**src/rtl/fma_nan_sel_pkg.sv**
```systemverilog
package fma_nan_sel_pkg;
  localparam int unsigned CLS_W = 2;
  localparam int unsigned SEL_W = 2;
  localparam int unsigned POL_W = 3;

  typedef enum logic [CLS_W-1:0] {
    CLS_NUM  = 2'b00,
    CLS_QNAN = 2'b01,
    CLS_SNAN = 2'b10,
    CLS_RSV  = 2'b11
  } cls_e;

  typedef enum logic [SEL_W-1:0] {
    PICK_A   = 2'd0,
    PICK_B   = 2'd1,
    PICK_C   = 2'd2,
    PICK_DEF = 2'd3
  } pick_e;

  typedef struct packed {
    logic sn;
    logic qn;
  } nan_bits_t;

  typedef struct packed {
    pick_e sel;
    logic  inv;
  } decision_t;
endpackage

```
**src/rtl/fma_nan_decode.sv**
```systemverilog
module fma_nan_decode
  import fma_nan_sel_pkg::*;
(
  input  logic [CLS_W-1:0] cls_i,
  output nan_bits_t        bits_o
);
  always_comb begin
    bits_o.sn = (cls_i == CLS_SNAN);
    bits_o.qn = (cls_i == CLS_QNAN);
  end
endmodule

```
**src/rtl/fma_nan_policy.sv**
```systemverilog
module fma_nan_policy
  import fma_nan_sel_pkg::*;
(
  input  logic [POL_W-1:0] policy_i,
  input  nan_bits_t        a_i,
  input  nan_bits_t        b_i,
  input  nan_bits_t        c_i,
  input  logic             infzero_i,
  output decision_t        dec_o
);
  logic a_any, b_any, c_any;
  pick_e chain_cab, chain_abc, first_acb, first_abc;

  always_comb begin
    a_any = a_i.sn | a_i.qn;
    b_any = b_i.sn | b_i.qn;
    c_any = c_i.sn | c_i.qn;

    // signaling c,a,b then quiet c,a, else b
    if      (c_i.sn) chain_cab = PICK_C;
    else if (a_i.sn) chain_cab = PICK_A;
    else if (b_i.sn) chain_cab = PICK_B;
    else if (c_i.qn) chain_cab = PICK_C;
    else if (a_i.qn) chain_cab = PICK_A;
    else             chain_cab = PICK_B;

    // signaling a,b,c then quiet a,b, else c
    if      (a_i.sn) chain_abc = PICK_A;
    else if (b_i.sn) chain_abc = PICK_B;
    else if (c_i.sn) chain_abc = PICK_C;
    else if (a_i.qn) chain_abc = PICK_A;
    else if (b_i.qn) chain_abc = PICK_B;
    else             chain_abc = PICK_C;

    if      (a_any) first_acb = PICK_A;
    else if (c_any) first_acb = PICK_C;
    else            first_acb = PICK_B;

    if      (a_any) first_abc = PICK_A;
    else if (b_any) first_abc = PICK_B;
    else            first_abc = PICK_C;

    dec_o = '{sel: first_abc, inv: 1'b0};
    unique case (policy_i)
      3'd0: dec_o = (infzero_i && c_i.qn) ? '{sel: PICK_DEF, inv: 1'b1}
                                          : '{sel: chain_cab, inv: 1'b0};
      3'd1: dec_o = infzero_i ? '{sel: PICK_DEF, inv: 1'b1}
                              : '{sel: chain_abc, inv: 1'b0};
      3'd2: dec_o = infzero_i ? '{sel: PICK_C, inv: 1'b1}
                              : '{sel: chain_cab, inv: 1'b0};
      3'd3: dec_o = infzero_i ? '{sel: PICK_C, inv: 1'b1}
                              : '{sel: first_acb, inv: 1'b0};
      default: dec_o = '{sel: first_abc, inv: 1'b0};
    endcase
  end
endmodule

```
**src/rtl/fma_nan_sel.sv**
```systemverilog
module fma_nan_sel
  import fma_nan_sel_pkg::*;
(
  input  logic             clk_i,
  input  logic             rst_ni,
  input  logic             valid_i,
  input  logic [POL_W-1:0] policy_i,
  input  logic [CLS_W-1:0] cls_a_i,
  input  logic [CLS_W-1:0] cls_b_i,
  input  logic [CLS_W-1:0] cls_c_i,
  input  logic             infzero_i,
  output logic             valid_o,
  output logic [SEL_W-1:0] sel_o,
  output logic             invalid_o
);
  localparam int unsigned N_OPS = 3;

  logic [N_OPS-1:0][CLS_W-1:0] cls_vec;
  nan_bits_t [N_OPS-1:0]       bits;
  decision_t                   dec;
  decision_t                   dec_q;
  logic                        valid_q;

  assign cls_vec = {cls_c_i, cls_b_i, cls_a_i};

  for (genvar g = 0; g < N_OPS; g++) begin : g_dec
    fma_nan_decode u_dec (.cls_i(cls_vec[g]), .bits_o(bits[g]));
  end

  fma_nan_policy u_pol (
    .policy_i (policy_i),
    .a_i      (bits[0]),
    .b_i      (bits[1]),
    .c_i      (bits[2]),
    .infzero_i(infzero_i),
    .dec_o    (dec)
  );

  always_ff @(posedge clk_i or negedge rst_ni) begin
    if (!rst_ni) begin
      valid_q <= 1'b0;
      dec_q   <= '{sel: PICK_A, inv: 1'b0};
    end else begin
      valid_q <= valid_i;
      if (valid_i) dec_q <= dec;
    end
  end

  assign valid_o   = valid_q;
  assign sel_o     = dec_q.sel;
  assign invalid_o = dec_q.inv;
endmodule

```
**config.mk**
```make
export PLATFORM = sky130hd
export DESIGN_NAME = fma_nan_sel
export DESIGN_NICKNAME = d
export VERILOG_FILES = /design/src/rtl/fma_nan_sel_pkg.sv /design/src/rtl/fma_nan_decode.sv /design/src/rtl/fma_nan_policy.sv /design/src/rtl/fma_nan_sel.sv
export SDC_FILE = /design/constraint.sdc
export NUM_CORES = 1
export LEC_CHECK = 0
export BUFFER_PORTS_ARGS = -buffer_cell sky130_fd_sc_hd__buf_4
export CAP_MARGIN = 10
export CORE_AREA = 4 4 41 43
export DETAILED_ROUTE_END_ITERATION = 12
export DIE_AREA = 0 0 45 47
export GPL_ROUTABILITY_DRIVEN = 0
export SLEW_MARGIN = 30
export SYNTH_ARGS = -nofsm -noshare
export SYNTH_HDL_FRONTEND = slang
export SYNTH_SLANG_ARGS = --single-unit
```
**constraint.sdc**
```tcl
create_clock -name clk_i -period 1.55 [get_ports clk_i]
set_input_delay 0 -clock clk_i [delete_from_list [all_inputs] [get_ports clk_i]]
set_output_delay 0 -clock clk_i [all_outputs]
set_load 0.01 [all_outputs]
```
==> impl_metrics.csv <==
group,metric,value,unit
outcome,status,"finished, final reports clean",
global_route,globalRouteTotalUtil,0.106,
setup_path,cp-startpoint,"valid_i",
setup_path,cp_slowest_cell,"sky130_fd_sc_hd__dlygate4sd3_1",
floorplanning,die_w,45,µm
synth,synth-async-reset-ratio,1.00,
final_layout,finalInstanceArea,593,µm²
power_and_ir_drop,p_per_area,636,nW/µm²
final_layout,most-common-layout-cells,"sky130_fd_sc_hd__buf_4 (16), sky130_fd_sc_hd__inv_1 (10), sky130_fd_sc_hd__ha_1 (7)",
final_layout,postLayoutCoreUtil,0.456,
clocking,clockRootBuffer,"sky130_fd_sc_hd__clkbuf_4",
floorplanning,design.core.area,1300,µm²
drt,avgViaCountPerCell,4.93,
setup_path,crit_required,1.67,ns
global_route,largest_net_degree_at_the_start_of_global_routing,10,
sta,max_slew.worst_pin.slew,0.290,ns
sta,fmax,0.934,GHz
clocking,clock_tree_buffer_depth,2,
synth,yosys_warnings,0,
power_and_ir_drop,fin_total_pwr,377,µW
setup_path,timing.critical_path.cells,"dlygate4sd3_1, buf_4, nor2b_1, nand2_1, a21oi_1, a211o_1",
clocking,cts_tree,"yes",
clocking,path_clk_slew,0.04,ns
final_layout,areaGrowthSynthToFinish,40.7,%
synth,mappedNetlistArea,422,µm²
clocking,clock_insertion_delay_worst_skew,0.23,ns
clocking,clock_tree.htree_level_count,1,
setup_path,worstSetupPathType,"in2reg",
synth,synthDistinctLibCells,22,
sta,finClkSkew,0,ns
synth,synth_seq_area_share,0.237,
setup_path,worst_ep_arrival_time,1.19,ns
final_layout,num_antenna_cells,0,
final_layout,layout_commonest_cell,"sky130_fd_sc_hd__buf_4",
global_route,vias_in_the_first_global_route,411,
floorplanning,die_height,47,µm
setup_path,r2r_slack,0.69,ns
placement,port_buffers,16,
drt,detail_route.first_pass.iterations,2,
setup_path,worst_reg2reg_startpoint,"sel_o[0]",
synth,synth.ff_latch_count,4,
floorplanning,io-pin-count,17,
synth,synth_enable_flop_cells,0,
synth,postSynth.topFlopCell,"sky130_fd_sc_hd__dfrtp_1",
sta,slew-limit-headroom,0.804,
setup_path,critical-path-max-stage-delay,0.54,ns
synth,synthCells,55,
setup_path,timing.critical_path.to_type,"flop",
setup_path,setup.worst_path.start_class,"input pin",
placement,dpl_hpwl,783,µm
sta,unrepaired_setup_endpoints_after_global_routing,"false",
drt,route.vias.total,439,
clocking,cts_post_setup_buffers_inserted,0,
sta,final_max_slew_viol_count,0,
setup_path,worst_case_reg_to_reg_path_depth,3,
setup_path,worstPathMaxFanout,8,
clocking,tritoncts.num_buffers,3,
drt,post_detailed_route_wirelength_per_cell,10.8,µm
final_layout,layout_cell_share_with_drive_strength_beyond_1,0.257,
setup_path,crit-reg2reg-capture,"sel_o[0]",
sta,final_hold_fails,0,
flow_run,drv.max_cap_violation_count,0,
clocking,numClockSinks,4,
drt,dr.first_iter.drc_count,1,
power_and_ir_drop,p_leak,0.307,nW
power_and_ir_drop,peakVddDrop,0.000190,V
setup_path,worst_setup_path_endpoint,"sel_o[0]",
floorplanning,initial_core_util,0.324,
global_route,overflow,0,
synth,synth.net_count,75,
sta,hold_slack,0.0703,ns
sta,post-route-min-period,1.07,ns
drt,drc_errors,0,
floorplanning,std_cell_rows,13,
min_path,hold_path.class,"in2reg",
synth,synth.avg_cell_area,7.67,µm²
global_route,grt_first_pass_wirelength,1.61,mm
placement,post_dp_cell_area,551,µm²
sta,setup_viol,0,
drt,route.final.wire_length,957,µm
sta,timing.setup.tns,0,ns
global_route,antenna_found_initial,0,
floorplanning,fp.dieArea,2120,µm²
sta,layout_worst_path_cycle_share,0.691,
final_layout,nets,96,
drt,ant_nets,0,
==> critical path: cells and delay by family <==
| kind | cells | cell delay, ns |
|---|---|---|
| AOI/OAI and AO/OA | 2 | 0.26 |
| buffers and inverters | 2 | 0.70 |
| and+or+nand+nor | 2 | 0.22 |
==> registers in the layout (all words and copies together) (netlist names) <==
signal	count
valid_o	1
sel_o	2
invalid_o	1
==> layer usage <==
metal,track usage,share of wire,vias to the layer above
li1,-,-,232
met1,0.116,0.45,190
met5,0,0,-
met4,0.0702,0.013,0
met3,0.0230,0.069,2
met2,0.184,0.47,15
==> cells by family (layout without fill, tap and decap cells) <==
group / count (synthesis) / after routing / share of synthesized area
AOI/OAI and AO/OA: 15 / 15 / 0.220
adders and majority gates: 7 / 7 / 0.208
DFF: 4 / 4 / 0.237
and+or+nand+nor: 17 / 17 / 0.223
buffers and inverters: 12 / 31 / 0.113
==> power by group <==
| part | switching (mW) | total (mW) | internal (mW) |
|---|---|---|---|
| clock | 0.0417 | 0.128 | 0.0865 |
| combinational | 0.0610 | 0.129 | 0.0677 |
| sequential | 0.00453 | 0.120 | 0.116 |
| total | 0.107 | 0.377 | 0.270 |
==> per-stage QoR <==
stage / instances / setup slack (ns)
after floorplan: 55 / 0.548
after global placement: 84 / 0.376
after CTS: 89 / 0.490
final: 89 / 0.479
after global routing: 89 / 0.437
after detailed placement: 84 / 0.388
==> worst min-delay path by stage <==
| stage | from | end | slack (ns) | cells after the start |
|---|---|---|---|---|
| final | policy_i[2] | invalid_o | 0.07 | 3 |
| after global routing | policy_i[2] | invalid_o | 0.09 | 3 |
| after global placement | rst_ni | sel_o[1] | -0.20 | 1 |
| after detailed placement | rst_ni | valid_o | -0.20 | 1 |
| after CTS | policy_i[2] | invalid_o | 0.06 | 3 |
| after floorplan | rst_ni | invalid_o | -0.30 | 0 |
==> cells in the mapped netlist (all sizes together), types with 2 or more instances <==
master   n  area, µm²
inv     10       37.5
ha       7       87.6
o21ai    6       30.0
dfrtp    4        100
nand2    3       11.3
nor2     3       11.3
a21oi    2       10.0
a31oi    2       12.5
buf      2       10.0
nand3    2       10.0
nor2b    2       12.5
nor3     2       10.0
==> what timing repair did <==
item / in CTS / in global routing
hold buffers: 2 / 0
hold endpoints to repair: 5 / 0
gates resized for setup: 0 / 0
==> area by class of cell <==
class,instances,area (µm²)
Clock buffer,3,22.5
Inverter,10,37.5
Timing Repair Buffer,18,140
Fill cell,140,708
Tap cell,15,18.8
Sequential cell,4,100
Multi-Input combinational cell,39,274
(Power assumes the default switching activity.)
